**config.mk**
```make
export PLATFORM = sky130hd
export DESIGN_NAME = pkt_xor_stage
export DESIGN_NICKNAME = d
export VERILOG_FILES = /design/src/rtl/pxs_pkg.sv /design/src/rtl/pxs_fifo.sv /design/src/rtl/pxs_seq.sv /design/src/rtl/pxs_key.sv /design/src/rtl/pkt_xor_stage.sv
export SDC_FILE = /design/constraint.sdc
export NUM_CORES = 1
export LEC_CHECK = 0
export ABC_CLOCK_PERIOD_IN_PS = 6480
export BUFFER_PORTS_ARGS = -buffer_cell sky130_fd_sc_hd__buf_2
export CAP_MARGIN = 20
export CORE_UTILIZATION = 61
export DETAILED_ROUTE_END_ITERATION = 10
export PLACE_DENSITY_LB_ADDON = 0.2
export SLEW_MARGIN = 20
export SYNTH_ARGS = -nofsm -noshare
export SYNTH_HDL_FRONTEND = slang
export SYNTH_SLANG_ARGS = --single-unit
```
**constraint.sdc**
```tcl
create_clock -name clk -period 6.48 [get_ports clk]
set_input_delay 0.648 -clock clk [delete_from_list [all_inputs] [get_ports clk]]
set_output_delay 0.648 -clock clk [all_outputs]
set_load 0.02 [all_outputs]
```
**src/rtl/pxs_pkg.sv**
```systemverilog
package pxs_pkg;
  typedef enum logic [2:0] {
    PX_INIT  = 3'd0,
    PX_SKIP  = 3'd1,
    PX_HDR   = 3'd2,
    PX_BOUND = 3'd3,
    PX_PAY   = 3'd4
  } px_state_e;
endpackage

```
**src/rtl/pxs_fifo.sv**
```systemverilog
module pxs_fifo #(
  parameter int DATA_W = 64,
  parameter int CTRL_W = 8,
  parameter int DEPTH  = 4,
  parameter int SLACK  = 1
) (
  input  logic              clk,
  input  logic              rst_n,
  input  logic              push,
  input  logic [DATA_W-1:0] wr_data,
  input  logic [CTRL_W-1:0] wr_ctrl,
  input  logic              pop,
  output logic [DATA_W-1:0] head_data,
  output logic [CTRL_W-1:0] head_ctrl,
  output logic              empty,
  output logic              can_take,
  output logic [$clog2(DEPTH+1)-1:0] count
);
  localparam int PTR_W = (DEPTH > 1) ? $clog2(DEPTH) : 1;
  localparam int CNT_W = $clog2(DEPTH+1);
  localparam int LIMIT = DEPTH - SLACK;

  logic [DATA_W-1:0] mem_d [DEPTH];
  logic [CTRL_W-1:0] mem_c [DEPTH];
  logic [PTR_W-1:0]  wp, rp;
  logic [CNT_W-1:0]  cnt;

  function automatic logic [PTR_W-1:0] bump(input logic [PTR_W-1:0] p);
    return (p == PTR_W'(DEPTH-1)) ? '0 : p + 1'b1;
  endfunction

  always_ff @(posedge clk) begin
    if (!rst_n) begin
      wp  <= '0;
      rp  <= '0;
      cnt <= '0;
    end else begin
      if (push) wp <= bump(wp);
      if (pop)  rp <= bump(rp);
      case ({push, pop})
        2'b10:   cnt <= cnt + 1'b1;
        2'b01:   cnt <= cnt - 1'b1;
        default: cnt <= cnt;
      endcase
    end
  end

  always_ff @(posedge clk) begin
    if (push) begin
      mem_d[wp] <= wr_data;
      mem_c[wp] <= wr_ctrl;
    end
  end

  assign head_data = mem_d[rp];
  assign head_ctrl = mem_c[rp];
  assign empty     = (cnt == '0);
  assign can_take  = (cnt < CNT_W'(LIMIT));
  assign count     = cnt;
endmodule

```
**src/rtl/pxs_seq.sv**
```systemverilog
module pxs_seq
  import pxs_pkg::*;
#(
  parameter int LANES      = 8,
  parameter int CTRL_W     = 8,
  parameter int SKIP_BYTES = 34
) (
  input  logic              clk,
  input  logic              rst_n,
  input  logic              pop,
  input  logic [CTRL_W-1:0] head_ctrl,
  output px_state_e         state,
  output logic [LANES-1:0]  lane_mask
);
  // Full header words before the boundary word, and clear lanes inside it.
  localparam int HDR_WORDS = SKIP_BYTES / LANES;
  localparam int OFS       = SKIP_BYTES % LANES;
  localparam int CW        = $clog2(HDR_WORDS + 1);

  px_state_e      st, st_nx;
  logic [CW-1:0]  wcnt, wcnt_nx;
  logic           ctl_set;

  assign ctl_set = |head_ctrl;

  always_comb begin
    st_nx   = st;
    wcnt_nx = wcnt;
    case (st)
      PX_INIT: st_nx = PX_SKIP;
      PX_SKIP: if (pop && !ctl_set) begin
        st_nx   = PX_HDR;
        wcnt_nx = CW'(1);
      end
      PX_HDR: if (pop) begin
        if (ctl_set)                          st_nx = PX_SKIP;
        else if (wcnt == CW'(HDR_WORDS - 1))  st_nx = (OFS != 0) ? PX_BOUND : PX_PAY;
        else                                  wcnt_nx = wcnt + 1'b1;
      end
      PX_BOUND: if (pop) st_nx = ctl_set ? PX_SKIP : PX_PAY;
      PX_PAY:   if (pop && ctl_set) st_nx = PX_SKIP;
      default:  st_nx = PX_SKIP;
    endcase
  end

  always_ff @(posedge clk) begin
    if (!rst_n) begin
      st   <= PX_INIT;
      wcnt <= '0;
    end else begin
      st   <= st_nx;
      wcnt <= wcnt_nx;
    end
  end

  // Lane 0 is the most significant byte of the word.
  for (genvar i = 0; i < LANES; i++) begin : g_mask
    assign lane_mask[i] = (st == PX_PAY) || ((st == PX_BOUND) && (i >= OFS));
  end

  assign state = st;
endmodule

```
**src/rtl/pxs_key.sv**
```systemverilog
module pxs_key #(
  parameter int KEY_W = 32
) (
  input  logic             clk,
  input  logic             rst_n,
  input  logic             key_we,
  input  logic [KEY_W-1:0] key_wdata,
  input  logic             between_pkts,
  output logic [KEY_W-1:0] act_key
);
  logic [KEY_W-1:0] key_q;

  always_ff @(posedge clk) begin
    if (!rst_n) begin
      key_q   <= '0;
      act_key <= '0;
    end else begin
      if (key_we)       key_q   <= key_wdata;
      if (between_pkts) act_key <= key_q;
    end
  end
endmodule

```
**src/rtl/pkt_xor_stage.sv**
```systemverilog
module pkt_xor_stage
  import pxs_pkg::*;
#(
  parameter int DATA_W     = 64,
  parameter int KEY_W      = 32,
  parameter int DEPTH      = 4,
  parameter int SKIP_BYTES = 34
) (
  input  logic                clk,
  input  logic                rst_n,
  input  logic                key_we,
  input  logic [KEY_W-1:0]    key_wdata,
  input  logic [DATA_W-1:0]   in_data,
  input  logic [DATA_W/8-1:0] in_ctrl,
  input  logic                in_valid,
  output logic                in_ready,
  output logic [DATA_W-1:0]   out_data,
  output logic [DATA_W/8-1:0] out_ctrl,
  output logic                out_valid,
  input  logic                out_ready
);
  localparam int LANES  = DATA_W / 8;
  localparam int CTRL_W = LANES;
  localparam int REPS   = DATA_W / KEY_W;
  localparam int CNT_W  = $clog2(DEPTH + 1);

  logic [DATA_W-1:0] head_data;
  logic [CTRL_W-1:0] head_ctrl;
  logic              fifo_empty;
  logic [CNT_W-1:0]  fifo_cnt;
  logic              push, pop;
  px_state_e         state;
  logic [LANES-1:0]  lane_mask;
  logic [KEY_W-1:0]  act_key;
  logic [DATA_W-1:0] kstream;

  assign push = in_valid && in_ready;
  assign pop  = !fifo_empty && out_ready && (state != PX_INIT);

  pxs_fifo #(.DATA_W(DATA_W), .CTRL_W(CTRL_W), .DEPTH(DEPTH), .SLACK(1)) u_fifo (
    .clk(clk), .rst_n(rst_n), .push(push), .wr_data(in_data), .wr_ctrl(in_ctrl),
    .pop(pop), .head_data(head_data), .head_ctrl(head_ctrl),
    .empty(fifo_empty), .can_take(in_ready), .count(fifo_cnt)
  );

  pxs_seq #(.LANES(LANES), .CTRL_W(CTRL_W), .SKIP_BYTES(SKIP_BYTES)) u_seq (
    .clk(clk), .rst_n(rst_n), .pop(pop), .head_ctrl(head_ctrl),
    .state(state), .lane_mask(lane_mask)
  );

  pxs_key #(.KEY_W(KEY_W)) u_key (
    .clk(clk), .rst_n(rst_n), .key_we(key_we), .key_wdata(key_wdata),
    .between_pkts(state == PX_SKIP), .act_key(act_key)
  );

  assign kstream = {REPS{act_key}};

  for (genvar i = 0; i < LANES; i++) begin : g_lane
    localparam int HI = DATA_W - 1 - 8*i;
    assign out_data[HI -: 8] = head_data[HI -: 8] ^ (lane_mask[i] ? kstream[HI -: 8] : 8'h00);
  end

  assign out_ctrl  = head_ctrl;
  assign out_valid = pop;
endmodule

```
# ---- Word-level counts from Yosys, hierarchy flattened
# Memory sizes are Yosys's and may differ from the RTL's. A register that Yosys moved wholly into a read port is not among the register bits.
# Index checks and enable logic that the tools add are counted.
dict set report word_totals {
  ff_bits 77
  ramBits 288
  in_bits 109
  output_inout_bits 74
  word_cells 82
  memories 2
}
dict set report op_classes {
  addsub 5
  order_cmp 1
  n_eq_ne 16
  mux 28
  bitwise_logic 8
  n_reduce_logical 15
}
# memory depth word_bits rd rd_clocked_by_memory_dff write_ports line
set mem_list {}
lappend mem_list {u_fifo.mem_d 4 64 1 1 1 pxs_fifo.sv:23} ;# logic [DATA_W-1:0] mem_d [DEPTH];
lappend mem_list {u_fifo.mem_c 4 8 1 1 1 pxs_fifo.sv:24} ;# logic [CTRL_W-1:0] mem_c [DEPTH];
# op n
set ops {}
lappend ops {{$xor 8x8->8} 8}
lappend ops {{$mux 8} 6}
lappend ops {{$mux 3} 11}
lappend ops {{$mux 2} 6}
lappend ops {{$pmux 3 s2} 2}
lappend ops {{$pmux 3 s4} 1}
lappend ops {{$ne 2x2->1 const B} 5}
lappend ops {{$reduce_and 5->1} 2}
lappend ops {{$eq 3x2->1 const B} 3}
lappend ops {{$reduce_or 8->1} 1}
lappend ops {{$add 3x1->3 const B} 2}
lappend ops {{$eq 2x2->1 const B} 3}
lappend ops {{$logic_and 1x1->1} 5}
lappend ops {{$add 2x1->2 const B} 2}
lappend ops {{$reduce_bool 2->1} 2}
lappend ops {{$eq 3x1->1 const B} 1}
lappend ops {{$eq 3x3->1 const B} 1}
lappend ops {{$logic_not 3->1} 1}
lappend ops {{$lt 3x2->1 const B} 1}
lappend ops {{$ne 3x1->1 const B} 1}
lappend ops {{$reduce_bool 3->1} 1}
lappend ops {{$sub 3x1->3 const B} 1}
lappend ops {{$eq 2x1->1 const B} 1}
lappend ops {{$logic_not 1->1} 2}
lappend ops {{other kinds (3)} 4}

# ---- Depth between registers and ports, before layout
dict set report logic_depth {
  depth_word 7
  depth_mapped 9
  depth_no_buf 8
}

# ---- Cells and area by module
# A second synthesis with hierarchy kept.
dict set report hier_totals {
  hier_cells 827
  hier_area_um2 14770.4
}
# module instances cells_each area_per_inst_um2 seq_area_each_um2
set modules_own_cells {}
lappend modules_own_cells {pxs_fifo 1 423 10929.2 8828.5}
lappend modules_own_cells {pxs_key 1 207 2492.4 1281.2}
lappend modules_own_cells {pkt_xor_stage 1 140 867.1 0.0}
lappend modules_own_cells {pxs_seq 1 57 481.7 120.1}

# ---- Worst setup path after synthesis
# OpenSTA, ideal clock, no wires.
dict set report synth_timing {
  kind {register to register}
  start {register u_fifo.cnt[1], in the netlist u_fifo.count[1]}
  end {memory u_fifo.mem_c[0][0] (enable)}
  setup_ps 439
  t_arrival_ps 2708
  t_required_ps 6041
  setup_slack_ps 3334
  stages_incl_launch_ff 3
  path_buffers 0
  synth_period_minus_slack_ps 3146
  cell_sequence {dfxtp_1 a21oi_1 and3_1}
}
dict set report synth_via {
  elab_chain_len 4
}
# element line
set synth_lines {}
lappend synth_lines {{start, declared} pxs_fifo.sv:26} ;# logic [CNT_W-1:0] cnt;
lappend synth_lines {{start signal, assigned} pxs_fifo.sv:41} ;# 2'b10: cnt <= cnt + 1'b1;
lappend synth_lines {{start signal, assigned} pxs_fifo.sv:42} ;# 2'b01: cnt <= cnt - 1'b1;
lappend synth_lines {{start signal, assigned} pxs_fifo.sv:43} ;# default: cnt <= cnt;
lappend synth_lines {{$lt 3x2->1} pxs_fifo.sv:58} ;# assign can_take = (cnt < CNT_W'(LIMIT));
lappend synth_lines {{named net in_ready} pkt_xor_stage.sv:16} ;# output logic in_ready,
lappend synth_lines {{$logic_and 1x1->1} pkt_xor_stage.sv:37} ;# assign push = in_valid && in_ready;
lappend synth_lines {{$mux 1} pxs_fifo.sv:49} ;# if (push) begin
lappend synth_lines {{$mux 1 (implied by the code)} pxs_fifo.sv:51} ;# mem_c[wp] <= wr_ctrl;
lappend synth_lines {{end, declared} pxs_fifo.sv:24}
# The timed path passes the listed nets, and every way through them passes these cells.

# ---- Worst setup path in the final report
dict set report layout_timing {
  start {register u_seq.st[1], in the netlist u_seq.state[1]}
  end {output port out_data[7]}
}
dict set report layout_via {
  elab_chain_len 4
  elab_cells_between_ends 5
  classes_between {eq/ne (2); mux (1); bitwise (1); reduce/logical (1)}
}
# element line
set layout_lines {}
lappend layout_lines {{start, declared} pxs_seq.sv:20} ;# px_state_e st, st_nx;
lappend layout_lines {{start signal, assigned} pxs_seq.sv:51} ;# st <= st_nx;
lappend layout_lines {{$eq 3x3->1 or $eq 3x2->1 (tied branches)} --}
lappend layout_lines {{$logic_or 1x1->1 (*)} pxs_seq.sv:58} ;# assign lane_mask[i] = (st == PX_PAY) || ((st == PX_BOUND) && (i >= OFS));
lappend layout_lines {{$mux 8 (*)} pkt_xor_stage.sv:60} ;# assign out_data[HI -: 8] = head_data[HI -: 8] ^ (lane_mask[i] ? kstream[HI -: 8] : 8'h00);
lappend layout_lines {{$xor 8x8->8 (*)} pkt_xor_stage.sv:60}
lappend layout_lines {{end, declared} pkt_xor_stage.sv:17} ;# output logic [DATA_W-1:0] out_data,
# Every way passes the cells marked *; elsewhere a longest branch is shown, timed or not.

==> run summary <==
The number of setup buffers added after CTS is 0. The tools report the overall overflow remaining after global route as 0. Critical path class: reg -> out. Once the floorplan was initialized, standard cells occupied 62.50% of the core. In this run the count of I/O pins placed on the die edge is 183.

Capturing element type of the critical path: an output pin. The initial antenna violation count came out at 5. The tools report the max capacitance violation total as 0.

After clock tree synthesis, the clock-pin slew on the worst setup and hold paths is 0.06 ns. Measured against its own limit, the worst slew margin works out to 26.28%. The area of the mapped netlist was 14190 sq um. Based on the critical path, the design can be clocked at up to 0.2565 GHz. In this run, CTS created clock tree buffers numbering 38. CTS built an H-tree with a depth of 2. The area growth from synthesis to layout is 17.52%.

TritonCTS built the clock tree. The tools report the maximum ir drop on the vdd rail as 0.0002597 V. CTS saw 367 sinks.

Power spread over the standard cell area amounts to 368.4 nW/um^2. For the net count of the finished layout, the log shows 1145. Yosys attributes the largest share of cell area to edfxtp_1, mux4_2, dfxtp_1, xnor2_1, nand2_1. Counting flops with a built-in enable in the synthesized netlist gives 288.

In this run the static leakage power is 5.774 nW. The most common cell in the synthesized netlist is edfxtp_1. Post-CTS repair changed the size of 0 cells. The flow ran to the end, and the final reports show no timing, DRC or antenna violations. The initial DRC count is 480, and the number of warnings issued by yosys is 0. Summing the sequential cell areas from Yosys gives 72.07% of the chip area. The clock period minus worst slack was 3.899 ns.

The prevailing post-synth register cell was edfxtp_1. Of the cells placed in the final design, the portion with a size suffix greater than 1 is 31.44%. Routability-driven placement finished with a final weighted congestion of 0.8125.

The worst setup path is launched from a flop. The path class of the tightest hold or removal check is in -> reg. Dividing the final minimum period by the clock period gives 60.16%. For the via count of the first global-routing pass, the log shows 7760.

Global-route wire length before repair: 42100 microns. In this run, distinct cell masters in the synthesized netlist total 37. At the worst endpoint, the required time is 5.83 ns. For the total negative slack for setup checks, the log shows 0 ns. Dividing the detail-routed via count by the number of cells gives 5.646.

The library cell with the largest summed area after synthesis is edfxtp_1. Ranked by instance count, the synthesized netlist is headed by edfxtp_1, nand2_1, dfxtp_1. Detailed routing inserted a total of 7599 vias. The logs give 0 for the count of final hold-check violations and 0 for the number of setup violations in the final report. In this run the vertical extent of the chip is 154.5 microns. Data on the critical path arrives at its endpoint at 3.25 ns. The floorplan step defined a die boundary enclosing 23880 sq um. The core region is 22710 sq um. The first-pass iteration count of the detailed router is 4. Entering global routing, the biggest net connects 73 pins.

After detailed routing, the average wire length per cell comes to 20.50 microns. After clock tree synthesis, the flow added hold-fix buffers numbering 0. Hold timing on the final database bottoms out at a slack of 0.3490 ns. No sink is reached through more buffers than the 3 on the longest clock path. Setup repair after global routing left no endpoint under its margin. Of all flip-flops after synthesis, the portion carrying an async set or reset was 0%. In the routed design, unresolved DRC markers number 0. The horizontal die dimension was 154.5 microns. For this block, the routed nets add up to 27590 microns of wire.

The root buffer selected by CTS is clkbuf_16. The logs give 0.01758 ns for the setup clock skew after layout and 0.51 ns for the clock latency on the worst-skew pair. The layout has 1438 filler cells. In this run, synthesis produced a sequential element count of 367. For the remaining number of nets flagged by the antenna check after routing, the log shows 0.

The gate count after technology mapping came out at 838. The initialized floorplan defines 55 standard-cell rows. The critical-path maximum fanout was 18. The count of input and output buffers came out at 182. The final HPWL from detailed placement is 16810 microns. Synthesized area divided by synthesized cell count: 16.94 sq um. The final count of pins violating max slew is 0, and the share of Yosys cell area claimed by the top area cell type is 60.93%.

The net count after synthesis was 956; the slew at the pin closest to its max-slew limit was 1.106 ns. Global routing used 23.53% of the available tracks.
[per-layer routing]
metal / up-vias / wire [microns] / track usage (%)
met5: - / 0 / 0
met4: 0 / 643 / 7.496
met3: 55 / 1579 / 5.240
met2: 220 / 13510 / 38.35
met1: 3795 / 11860 / 31.98
li1: 3529 / - / -
[through the flow]
| stage | power (mW) | worst slack, ns | cells | instance area, sq um | util (%) |
|---|---|---|---|---|---|
| floorplan | 3.671 | 3.334 | 838 | 14190 | - |
| global placement | 3.998 | 3.173 | 1272 | 15390 | 67.78 |
| detailed placement | 4.020 | 3.085 | 1272 | 15390 | 67.78 |
| CTS | 6.199 | 2.524 | 1341 | 16670 | 73.40 |
| global route | 6.375 | 2.349 | 1345 | 16680 | 73.44 |
| finish | 6.145 | 2.581 | 1346 | 16680 | 73.45 |
[where the power goes]
part           internal (mW)  leakage, nW  switching, mW
Sequential              2.78         3.29         0.0878
Combinational          0.460         1.86          0.636
Clock                   1.35        0.627          0.838
[area by class of cell]
type | instances | area [sq um] | share of cell area [%]
flip-flops and latches | 367 | 10240 | 61.37
clock buffers | 56 | 1111 | 6.661
well taps | 285 | 356.6 | 2.138
diodes | 5 | 12.51 | 0.07501
clock inverters | 13 | 165.2 | 0.9901
repair buffers | 190 | 970.9 | 5.821
multi-input cells | 420 | 3790 | 22.72
inverters | 10 | 37.54 | 0.2250
[flip-flops by register name, indices dropped and copies added, names as in the netlist, named ones only]
signal	flops
u_fifo.count	3
u_fifo.mem_c	32
u_seq.state	3
u_fifo.wp	2
u_key.act_key	32
u_seq.wcnt	3
u_fifo.rp	2
u_key.key_q	32
u_fifo.mem_d	256
[cells by family (layout without fill, tap and decap cells)]
kind of cell,after synthesis,in the layout,share of synthesized area (%)
DFF,367,367,72.07
xor gates and xnor gates,66,66,4.073
other,0,5,0
muxes,107,107,13.89
and+or+nand+nor,187,187,5.598
AOI/OAI and AO/OA,51,51,2.063
buffers and inverters,51,269,1.455
adders and majority gates,9,9,0.8463
[worst paths after layout]
check | depth (start not counted) | to | slack [ns] | from
hold reg to reg | 2 | u_key.act_key[16]$_SDFFE_PN0N_ | 0.45 | u_key.key_q[16]$_SDFFE_PN0P_
setup / recovery | 7 | out_data[7] | 2.58 | u_seq.state[1]$_SDFFE_PN0P_
hold / removal | 1 | u_fifo.mem_d[0][10]$_DFFE_PP_ | 0.35 | in_data[10]
setup reg to reg | 6 | u_seq.state[1]$_SDFFE_PN0P_ | 3.48 | flop
[placed cells by master (no fill, tap or decap), drive strengths merged, types with 2 or more instances in the layout]
cell | netlist | final
nor4 | 2 | 2
mux2i | 35 | 35
clkinv | 0 | 8
nand3 | 3 | 3
a211oi | 2 | 2
or3 | 3 | 3
clkbuf | 26 | 56
nand2b | 5 | 5
xor2 | 2 | 2
mux4 | 72 | 72
nor2 | 42 | 42
bufinv | 0 | 4
inv | 10 | 11
buf | 15 | 190
a21oi | 39 | 39
diode | 0 | 5
dfxtp | 79 | 79
and2 | 2 | 2
o21ai | 2 | 2
nand2 | 120 | 120
nor3 | 3 | 3
xnor2 | 64 | 64
ha | 8 | 8
and3 | 4 | 4
edfxtp | 288 | 288
[worst max-delay path, cell delays in order (launching register included)]
cell,delay [ns]
dfxtp_1,0.42
nand2b_1,0.22
nor2_2,0.60
a21o_1,0.52
buf_4,0.39
nand2_1,0.19
xnor2_1,0.22
buf_2,0.19
(Power assumes the default switching activity.)
